`src/rtl/cp_defer_pkg.sv`:
```
package cp_defer_pkg;

  typedef enum logic [2:0] {
    SEL_IDLE,
    SEL_BUSY,
    SEL_PRE_EXC,
    SEL_PRE_ILL,
    SEL_RELEASE,
    SEL_COND
  } rspSel_e;

  typedef struct packed {
    logic    latchCmd;
    logic    latchVec;
    logic    recordAddr;
    rspSel_e rspSel;
  } ctlStrobe_t;

  localparam logic [15:0] PRIM_CA_BIT   = 16'h8000;
  localparam logic [15:0] PRIM_PRE_BASE = 16'h1C00;
  localparam logic [15:0] PRIM_NULL     = 16'h0000;

endpackage

```
`src/rtl/cp_defer_dp.sv`:
```
module cp_defer_dp
  import cp_defer_pkg::*;
#(
  parameter int ADDR_W    = 32,
  parameter int VEC_W     = 8,
  parameter int OP_W      = 7,
  parameter int NUM_OPS   = 96,
  parameter int PRED_W    = 6,
  parameter int NUM_PREDS = 32,
  parameter logic [VEC_W-1:0] ILL_VEC = 8'h0B
) (
  input  logic              clk,
  input  logic              rst,
  input  ctlStrobe_t        stb,
  input  logic              wrIsCond,
  input  logic [15:0]       wrData,
  input  logic [ADDR_W-1:0] wrAddr,
  input  logic              condTrue,
  input  logic [VEC_W-1:0]  execVec,
  input  logic              oprSel,
  output logic              wordOk,
  output logic              wordIsCond,
  output logic [15:0]       rspData,
  output logic [ADDR_W-1:0] oprData
);

  localparam logic [OP_W-1:0]   OP_LIM   = OP_W'(NUM_OPS - 1);
  localparam logic [PRED_W-1:0] PRED_LIM = PRED_W'(NUM_PREDS - 1);
  localparam int RECOV_BIT = OP_W;

  logic [15:0]       curWord;
  logic              curIsCond;
  logic [ADDR_W-1:0] curAddr;
  logic [ADDR_W-1:0] recAddr;
  logic [VEC_W-1:0]  excVec;
  logic              opOk;
  logic              predOk;

  // start-word latch
  always_ff @(posedge clk) begin
    if (rst) begin
      curWord   <= '0;
      curIsCond <= 1'b0;
      curAddr   <= '0;
    end else if (stb.latchCmd) begin
      curWord   <= wrData;
      curIsCond <= wrIsCond;
      curAddr   <= wrAddr;
    end
  end

  // handler-visible registers
  always_ff @(posedge clk) begin
    if (rst) begin
      recAddr <= '0;
      excVec  <= '0;
    end else begin
      if (stb.recordAddr && curWord[RECOV_BIT]) recAddr <= curAddr;
      if (stb.latchVec) excVec <= execVec;
    end
  end

  always_comb begin
    opOk       = curWord[OP_W-1:0] <= OP_LIM;
    predOk     = curWord[PRED_W-1:0] <= PRED_LIM;
    wordOk     = curIsCond ? predOk : opOk;
    wordIsCond = curIsCond;
  end

  always_comb begin
    unique case (stb.rspSel)
      SEL_BUSY:    rspData = PRIM_CA_BIT;
      SEL_PRE_EXC: rspData = PRIM_PRE_BASE | 16'(excVec);
      SEL_PRE_ILL: rspData = PRIM_PRE_BASE | 16'(ILL_VEC);
      SEL_RELEASE: rspData = PRIM_NULL;
      SEL_COND:    rspData = PRIM_NULL | {15'b0, condTrue};
      default:     rspData = PRIM_NULL;
    endcase
  end

  assign oprData = oprSel ? ADDR_W'(excVec) : recAddr;

  // address moves only on a recoverable release
  AST_ADDR_STABLE: assert property (@(posedge clk) disable iff (rst)
    !(stb.recordAddr && curWord[RECOV_BIT]) |=> $stable(recAddr));
  // the exception primitive carries the latched vector
  AST_PRE_VECTOR: assert property (@(posedge clk) disable iff (rst)
    (stb.rspSel == SEL_PRE_EXC) |-> (rspData[7:0] == 8'(excVec) && rspData[15:8] == 8'h1C));

endmodule

```
`src/rtl/cp_defer_ctrl.sv`:
```
module cp_defer_ctrl
  import cp_defer_pkg::*;
(
  input  logic       clk,
  input  logic       rst,
  input  logic       wrEn,
  input  logic       rdEn,
  input  logic       execDone,
  input  logic       execExc,
  input  logic       wordOk,
  input  logic       wordIsCond,
  output ctlStrobe_t stb
);

  logic startPend;
  logic opBusy;
  logic excPend;
  rspSel_e sel;
  logic rdStart;

  always_comb begin
    if (startPend) begin
      if (excPend)         sel = SEL_PRE_EXC;
      else if (!wordOk)    sel = SEL_PRE_ILL;
      else if (opBusy)     sel = SEL_BUSY;
      else if (wordIsCond) sel = SEL_COND;
      else                 sel = SEL_RELEASE;
    end else begin
      sel = opBusy ? SEL_BUSY : SEL_IDLE;
    end
  end

  assign rdStart = rdEn && startPend;

  always_comb begin
    stb.latchCmd   = wrEn;
    stb.latchVec   = opBusy && execExc;
    stb.recordAddr = rdStart && (sel == SEL_RELEASE);
    stb.rspSel     = sel;
  end

  always_ff @(posedge clk) begin
    if (rst) begin
      startPend <= 1'b0;
      opBusy    <= 1'b0;
      excPend   <= 1'b0;
    end else begin
      if (wrEn)                              startPend <= 1'b1;
      else if (rdStart && sel != SEL_BUSY)   startPend <= 1'b0;

      if (rdStart && sel == SEL_PRE_EXC)     excPend <= 1'b0;
      else if (opBusy && execExc)            excPend <= 1'b1;

      if (opBusy && (execExc || execDone))   opBusy <= 1'b0;
      else if (rdStart && sel == SEL_RELEASE) opBusy <= 1'b1;
    end
  end

  // reset leaves nothing pending
  AST_RESET_CLEAN: assert property (@(posedge clk)
    rst |=> (!excPend && !opBusy && !startPend));
  // held exception survives everything but its report
  AST_EXC_HELD: assert property (@(posedge clk) disable iff (rst)
    (excPend && !rdStart) |=> excPend);
  // reporting clears the held exception
  AST_EXC_CLEARED: assert property (@(posedge clk) disable iff (rst)
    (rdStart && excPend) |=> !excPend);
  // no take-preinstruction primitive without a fresh start
  AST_PRE_ONLY_AT_START: assert property (@(posedge clk) disable iff (rst)
    (sel == SEL_PRE_EXC || sel == SEL_PRE_ILL) |-> startPend);
  // a busy reply keeps the start pending
  AST_BUSY_KEEPS_START: assert property (@(posedge clk) disable iff (rst)
    (rdStart && sel == SEL_BUSY && !wrEn) |=> startPend);
  // release launches the concurrent operation
  AST_RELEASE_RUNS: assert property (@(posedge clk) disable iff (rst)
    (rdStart && sel == SEL_RELEASE) |=> opBusy);
  // no exception latched while idle
  AST_IDLE_NO_EXC: assert property (@(posedge clk) disable iff (rst)
    (!opBusy && !excPend) |=> !excPend || $past(opBusy));

endmodule

```
`src/rtl/cp_defer_resp.sv`:
```
module cp_defer_resp
  import cp_defer_pkg::*;
#(
  parameter int ADDR_W    = 32,
  parameter int VEC_W     = 8,
  parameter int OP_W      = 7,
  parameter int NUM_OPS   = 96,
  parameter int PRED_W    = 6,
  parameter int NUM_PREDS = 32,
  parameter logic [VEC_W-1:0] ILL_VEC = 8'h0B
) (
  input  logic              clk,
  input  logic              rst,
  input  logic              wrEn,
  input  logic              wrIsCond,
  input  logic [15:0]       wrData,
  input  logic [ADDR_W-1:0] wrAddr,
  input  logic              condTrue,
  input  logic              rdEn,
  output logic [15:0]       rspData,
  input  logic              execDone,
  input  logic              execExc,
  input  logic [VEC_W-1:0]  execVec,
  input  logic              oprSel,
  output logic [ADDR_W-1:0] oprData
);

  ctlStrobe_t stb;
  logic wordOk;
  logic wordIsCond;

  cp_defer_ctrl u_ctrl (
    .clk(clk), .rst(rst), .wrEn(wrEn), .rdEn(rdEn),
    .execDone(execDone), .execExc(execExc),
    .wordOk(wordOk), .wordIsCond(wordIsCond), .stb(stb)
  );

  cp_defer_dp #(
    .ADDR_W(ADDR_W), .VEC_W(VEC_W), .OP_W(OP_W), .NUM_OPS(NUM_OPS),
    .PRED_W(PRED_W), .NUM_PREDS(NUM_PREDS), .ILL_VEC(ILL_VEC)
  ) u_dp (
    .clk(clk), .rst(rst), .stb(stb), .wrIsCond(wrIsCond), .wrData(wrData),
    .wrAddr(wrAddr), .condTrue(condTrue), .execVec(execVec), .oprSel(oprSel),
    .wordOk(wordOk), .wordIsCond(wordIsCond), .rspData(rspData), .oprData(oprData)
  );

endmodule

```
`config.mk`:
```
export PLATFORM = sky130hd
export DESIGN_NAME = cp_defer_resp
export DESIGN_NICKNAME = d
export VERILOG_FILES = /design/src/rtl/cp_defer_pkg.sv /design/src/rtl/cp_defer_dp.sv /design/src/rtl/cp_defer_ctrl.sv /design/src/rtl/cp_defer_resp.sv
export SDC_FILE = /design/constraint.sdc
export NUM_CORES = 1
export LEC_CHECK = 0
export CAP_MARGIN = 40
export CORE_MARGIN = 5
export CORE_UTILIZATION = 50
export DETAILED_ROUTE_END_ITERATION = 10
export PLACE_DENSITY_LB_ADDON = 0.2
export RECOVER_POWER = 50
export SLEW_MARGIN = 20
export SYNTH_ARGS = -nofsm -noshare
export SYNTH_HDL_FRONTEND = slang
export SYNTH_SLANG_ARGS = --single-unit
```
`constraint.sdc`:
```
create_clock -name clk -period 2.65 [get_ports clk]
set_clock_uncertainty 0.05 [all_clocks]
set_input_delay 0.53 -clock clk [delete_from_list [all_inputs] [get_ports clk]]
set_output_delay 0.53 -clock clk [all_outputs]
set_load 0.05 [all_outputs]
```
# After elaboration in Yosys (flattened, before gate mapping)
# Index checks and enable logic that the tools add are counted.
# Widths: inputs -> output; s select.
# op_classes
magnitude_cmp	2
n_eq_ne	6
n_mux	11
reduce_logical	11
# ops
cell	count
$pmux 16 s4	1
$mux 32	1
$mux 3	4
$le 7x7->1 const B	1
$logic_and 1x1->1	7
$eq 3x2->1 const B	2
$eq 3x3->1 const B	2
$le 6x5->1 const B	1
$mux 1	5
$reduce_or 2->1	2
$eq 3x1->1 const B	1
$ne 3x1->1 const B	1
$reduce_bool 2->1	1
$logic_or 1x1->1	1
# totals
register_bits	84

# Longest topological paths before layout
# logic_depth
word_depth	9
mapped_depth	5
depth_no_buf	3

# Cells and area by module
# From an unflattened synthesis, not the netlist that was laid out.
# hier_totals
hier_cells	370
area_unflattened_um2	3686.0
# modules_own_cells
module	n_inst	cells_per_inst	area_each_um2	seq_area_each_um2
cp_defer_dp	1	349	3494.6	1521.5
cp_defer_ctrl	1	21	191.4	60.1

# Worst setup path before layout
# No wires, ideal clock.
# synth_timing
path_type	reg2out
from	reg u_ctrl.startPend
to	out rspData[0]
t_arrival_ps	2188
required_ps	2070
slack_ps	-118
stages_incl_launch_ff	4
path_buffers	1
path_cell_list	dfxtp_1 > buf_2 > inv_2 > o41ai_1
# synth_between
elab_chain_len	3
word_cells_on_any_way	6
# synth_rtl
element	line	text
start, declared	cp_defer_ctrl.sv:15	logic startPend;
start signal, assigned	cp_defer_ctrl.sv:44	startPend <= 1'b0;
start signal, assigned	cp_defer_ctrl.sv:48	if (wrEn) startPend <= 1'b1;
start signal, assigned	cp_defer_ctrl.sv:49	else if (rdStart && sel != SEL_BUSY) startPend <= 1'b0;
$mux 3 *	cp_defer_ctrl.sv:22	if (startPend) begin
$eq 3x3->1 (tied with other cells)	cp_defer_dp.sv:71	unique case (stb.rspSel)
$pmux 16 s4 *	cp_defer_dp.sv:71	
end, declared	cp_defer_resp.sv:20	output logic [15:0] rspData,
# Mark *: on every way between the ends. The rest lies on a longest branch, timed or not.

# Worst setup path in the final report
# layout_timing
from	reg u_ctrl.startPend
to	out rspData[4]
# Same word-level chain as after synthesis.

==> results_tabular.tex <==
\begin{tabular}{lr}
\hline
Metric & Value \\
\hline
\multicolumn{2}{l}{\textbf{GRT}} \\
\quad Total congestion overflow after global routing & 0 \\
\quad Number of antenna violations at the first check in global routing & 0 \\
\quad Wire length of the first global-routing pass & about 12,000 um \\
\quad Number of global-route vias before repair & 2,471 \\
\quad GRT Resource Usage Total & 16.5\% \\
\quad Maximum number of pins on one net before global-route repair & 112 \\
\multicolumn{2}{l}{\textbf{STA}} \\
\quad Final Max Tran Viols & 0 \\
\quad Final-layout worst hold slack & between 400 and 500 ps \\
\quad Tcrit/Tclk final & 93.0\% \\
\quad Unrepaired setup endpoints after global routing & no \\
\quad Max transition margin & between 10\% and 20\% \\
\quad Post-layout minimum cycle time & around 2500 ps \\
\quad Number of hold violations in the final report & 0 \\
\quad Final setup violating endpoints & 0 \\
\quad Measured slew at the worst slew-check pin & roughly 1300 ps \\
\quad Maximum clock frequency & around 410 MHz \\
\quad Setup Total Neg Slack & 0 ps \\
\multicolumn{2}{l}{\textbf{Route}} \\
\quad TritonRoute pass-1 iters & 4 \\
\quad Starting DRT DRC Count & between 100 and 150 \\
\quad Total length of routed wires & between 7000 and 8000 um \\
\quad Number of DRC violations after detailed routing & 0 \\
\quad Post-detailed-route wirelength per cell & roughly 13 um \\
\quad Number of vias per cell after detailed routing & between 4 and 5 \\
\quad Vias & between 2,000 and 3,000 \\
\quad Antenna Violating Nets Remaining & 0 \\
\multicolumn{2}{l}{\textbf{Placement}} \\
\quad Buffers on Ports & between 90 and 100 \\
\quad Half-perimeter wire length of the detailed placement result & 4920 um \\
\quad Final RePlAce weighted congestion & between 0.8 and 0.9 \\
\multicolumn{2}{l}{\textbf{Clock tree}} \\
\quad Clock edge transition at the registers on the reported setup and hold paths & 80 ps \\
\quad CTS-repair resized insts & 0 \\
\quad Later-pin clock latency in the skew report & roughly 340 ps \\
\quad H-tree level count & 3 \\
\quad Root Buffer Master & sky130\_fd\_sc\_hd\_\_clkbuf\_8 \\
\quad Number of buffers added for setup after CTS & 0 \\
\quad TritonCTS clock tree & yes \\
\quad Hold Buf Count CTS & 0 \\
\quad Sinks on the clock net & $\sim$80 \\
\quad Clock buffer depth & 2 \\
\quad CTS Buf Count & 9 \\
\multicolumn{2}{l}{\textbf{Floorplan}} \\
\quad Initial Utilization & 51.8\% \\
\quad Placeable Area & just under 7000 sq um \\
\quad Area of the die & just under 9000 sq um \\
\quad Number of top-level pins & 113 \\
\quad Die Span Y & 94.2 um \\
\quad Number of rows created at floorplan & 30 \\
\quad Die Wd & roughly 94 um \\
\multicolumn{2}{l}{\textbf{Setup path}} \\
\quad Data arrival time of the critical path & approximately 1900 ps \\
\quad Setup crit start kind & flop \\
\quad Largest fanout on the critical path & 11 \\
\quad Logic depth of the worst register-to-register path & 5 \\
\quad RR Endpoint & u\_dp.recAddr[8]\$\_SDFFE\_PP0P\_ \\
\quad Worst-case register-to-register setup slack & between 500 and 600 ps \\
\quad FF-to-FF Start & u\_ctrl.excPend\$\_SDFFE\_PP0P\_ \\
\quad Required time at the endpoint of the critical path & slightly above 2000 ps \\
\quad Capturing element type of the critical path & output pin \\
\quad Crit Path Category & reg -> out \\
\multicolumn{2}{l}{\textbf{Layout}} \\
\quad Area growth from synthesis to layout & 39.0\% \\
\quad Fin nets & between 500 and 600 \\
\quad \# fillers & approximately 520 \\
\quad Fraction of layout instances using a drive strength above 1 & between 10\% and 20\% \\
\quad Multi-input logic area & 1740 sq um \\
\quad Antenna cells & 0 \\
\quad Commonest cells after routing, fill and taps aside & sky130\_fd\_sc\_hd\_\_dfxtp\_1, sky130\_fd\_sc\_hd\_\_mux2i\_1, sky130\_fd\_sc\_hd\_\_nand2b\_1 \\
\quad Most common cell after layout, fill and taps aside & sky130\_fd\_sc\_hd\_\_dfxtp\_1 \\
\quad Sequential cell area in the final layout & approximately 1600 sq um \\
\multicolumn{2}{l}{\textbf{Hold path}} \\
\quad Cells on Worst Hold Path & 2 \\
\quad Hold Path Sink & u\_dp.recAddr[19]\$\_SDFFE\_PP0P\_ \\
\quad Min-Delay Path Class & reg -> reg \\
\quad Min-Delay Startpoint & u\_dp.curAddr[19]\$\_SDFFE\_PP0P\_ \\
\multicolumn{2}{l}{\textbf{Synth}} \\
\quad Post-synth EDFFs & 0 \\
\quad Primary flip-flop cell chosen by synthesis mapping & sky130\_fd\_sc\_hd\_\_dfxtp\_1 \\
\quad Cell count after synthesis & between 300 and 400 \\
\quad Average cell area after synthesis & $\sim$9.6 sq um \\
\quad Synthesized cell area & $\sim$3500 sq um \\
\quad Share of the synthesized area in the top cell type & between 40 and 50\% \\
\quad Count of synthesis-stage warnings from yosys & 0 \\
\quad Area leader, netlist & sky130\_fd\_sc\_hd\_\_dfxtp\_1 \\
\quad Async set-or-reset flop fraction in the synthesized netlist & 0\% \\
\quad Synth area leaders & sky130\_fd\_sc\_hd\_\_dfxtp\_1, sky130\_fd\_sc\_hd\_\_mux2i\_1, sky130\_fd\_sc\_hd\_\_nand2b\_1, sky130\_fd\_sc\_hd\_\_nor2b\_1, sky130\_fd\_sc\_hd\_\_nor2\_1 \\
\quad FF+latch count, synth & 79 \\
\quad Synth cell types & 26 \\
\quad Seq/Total Area, Yosys & 44.7\% \\
\multicolumn{2}{l}{\textbf{Run}} \\
\quad Max-cap violation count & 0 \\
\multicolumn{2}{l}{\textbf{Pwr}} \\
\quad Static leakage & slightly below 2 nW \\
\quad Total power per unit cell area & around 500 nW/um\^{}2 \\
\quad Proportion of power drawn by flip-flops and latches & 50.1\% \\
\quad Internal & roughly 0.0019 W \\
\quad Net switching power & about 0.00059 W \\
\quad Clock power share & between 30\% and 40\% \\
\quad Switching share of power & a little under a quarter \\
\quad Maximum resistive drop on vdd & between 300 and 400 uV \\
\quad Part of the power in combinational logic & between 10\% and 20\% \\
\multicolumn{2}{l}{\textbf{Status}} \\
\quad Result of the run & finished clean \\
\hline
\end{tabular}
==> critical path, cell delays in order (launching register included) <==
cell	delay, ps
sky130_fd_sc_hd__dfxtp_1	520
sky130_fd_sc_hd__and3_1	220
sky130_fd_sc_hd__clkdlybuf4s50_1	810
==> worst max path at each step <==
stage                                             start         end  depth (start not counted)  slack [ps]
after global routing      u_ctrl.startPend$_SDFFE_PP0P_  rspData[7]                          2         110
after floorplan           u_ctrl.startPend$_SDFFE_PP0P_  rspData[0]                          3         530
after detailed placement                         oprSel  oprData[0]                          4         270
final                     u_ctrl.startPend$_SDFFE_PP0P_  rspData[4]                          2         190
after global placement                           oprSel  oprData[0]                          4         270
after CTS                 u_ctrl.startPend$_SDFFE_PP0P_  rspData[4]                          2         180
==> layer usage <==
layer  part of all wire, %  global-route usage [%]  vias to the layer above
li1                      -                       -                     1356
met5                     0                       0                        -
met1                    45                    20.8                     1192
met3                   6.1                    4.49                        9
met4                   1.3                    5.78                        0
met2                    48                    27.1                       70
==> cells by family after synthesis <==
| family | share of synthesized area, % |
|---|---|
| mux | 21.8 |
| buf+inv | 6.64 |
| flops | 44.7 |
| compound gates | 3.04 |
| simple gates | 23.8 |
| other cells | 0.106 |
==> power groups by stage <==
stage                     Clock (W)  Combinational, W  Sequential (W)
after global placement            0          0.000267         0.00127
after detailed placement          0          0.000273         0.00128
after global routing        0.00105          0.000291         0.00125
final                      0.000972          0.000271         0.00125
after floorplan                   0          0.000169         0.00127
after CTS                  0.000993          0.000274         0.00125
==> sequential cells by signal, indices dropped and copies added (netlist names) <==
signal and count:
u_dp.excVec 8, u_dp.recAddr 32, u_dp.curAddr 32, u_ctrl.excPend 1, u_ctrl.startPend 1, u_ctrl.opBusy 1, u_dp.wordIsCond 1, u_dp.curWord 3
==> Yosys cell counts, types with 6 or more instances <==
library cell                n
sky130_fd_sc_hd__dfxtp_1   79
sky130_fd_sc_hd__nor2_1    39
sky130_fd_sc_hd__mux2i_1   68
sky130_fd_sc_hd__and3_1     6
sky130_fd_sc_hd__clkbuf_1  19
sky130_fd_sc_hd__buf_4      6
sky130_fd_sc_hd__nand2b_1  64
sky130_fd_sc_hd__mux2_2     8
sky130_fd_sc_hd__nor2b_1   24
sky130_fd_sc_hd__nand2_1   17
sky130_fd_sc_hd__a21oi_1   14
==> per-stage QoR <==
| stage | cells | power, W | cell area (sq um) | util (%) | setup WS, ps |
|---|---|---|---|---|---|
| floorplan | 373 | 0.00144 | 3560 | - | 532 |
| global placement | 535 | 0.00154 | 4720 | 69.2 | 272 |
| detailed placement | 535 | 0.00155 | 4720 | 69.2 | 271 |
| CTS | 551 | 0.00251 | 4940 | 72.4 | 182 |
| global route | 551 | 0.00259 | 4920 | 72.0 | 105 |
| finish | 551 | 0.00249 | 4920 | 72.0 | 186 |
==> area by class of cell <==
| class | count | share of cell area (%) |
|---|---|---|
| Clock inverter | 7 | 1.93 |
| Timing Repair Buffer | 100 | 25.2 |
| Sequential cell | 79 | 32.1 |
| Multi-Input combinational cell | 254 | 35.3 |
| Tap cell | 96 | 2.44 |
| Inverter | 6 | 0.458 |
| Clock buffer | 9 | 2.52 |
(Power assumes the default switching activity.)
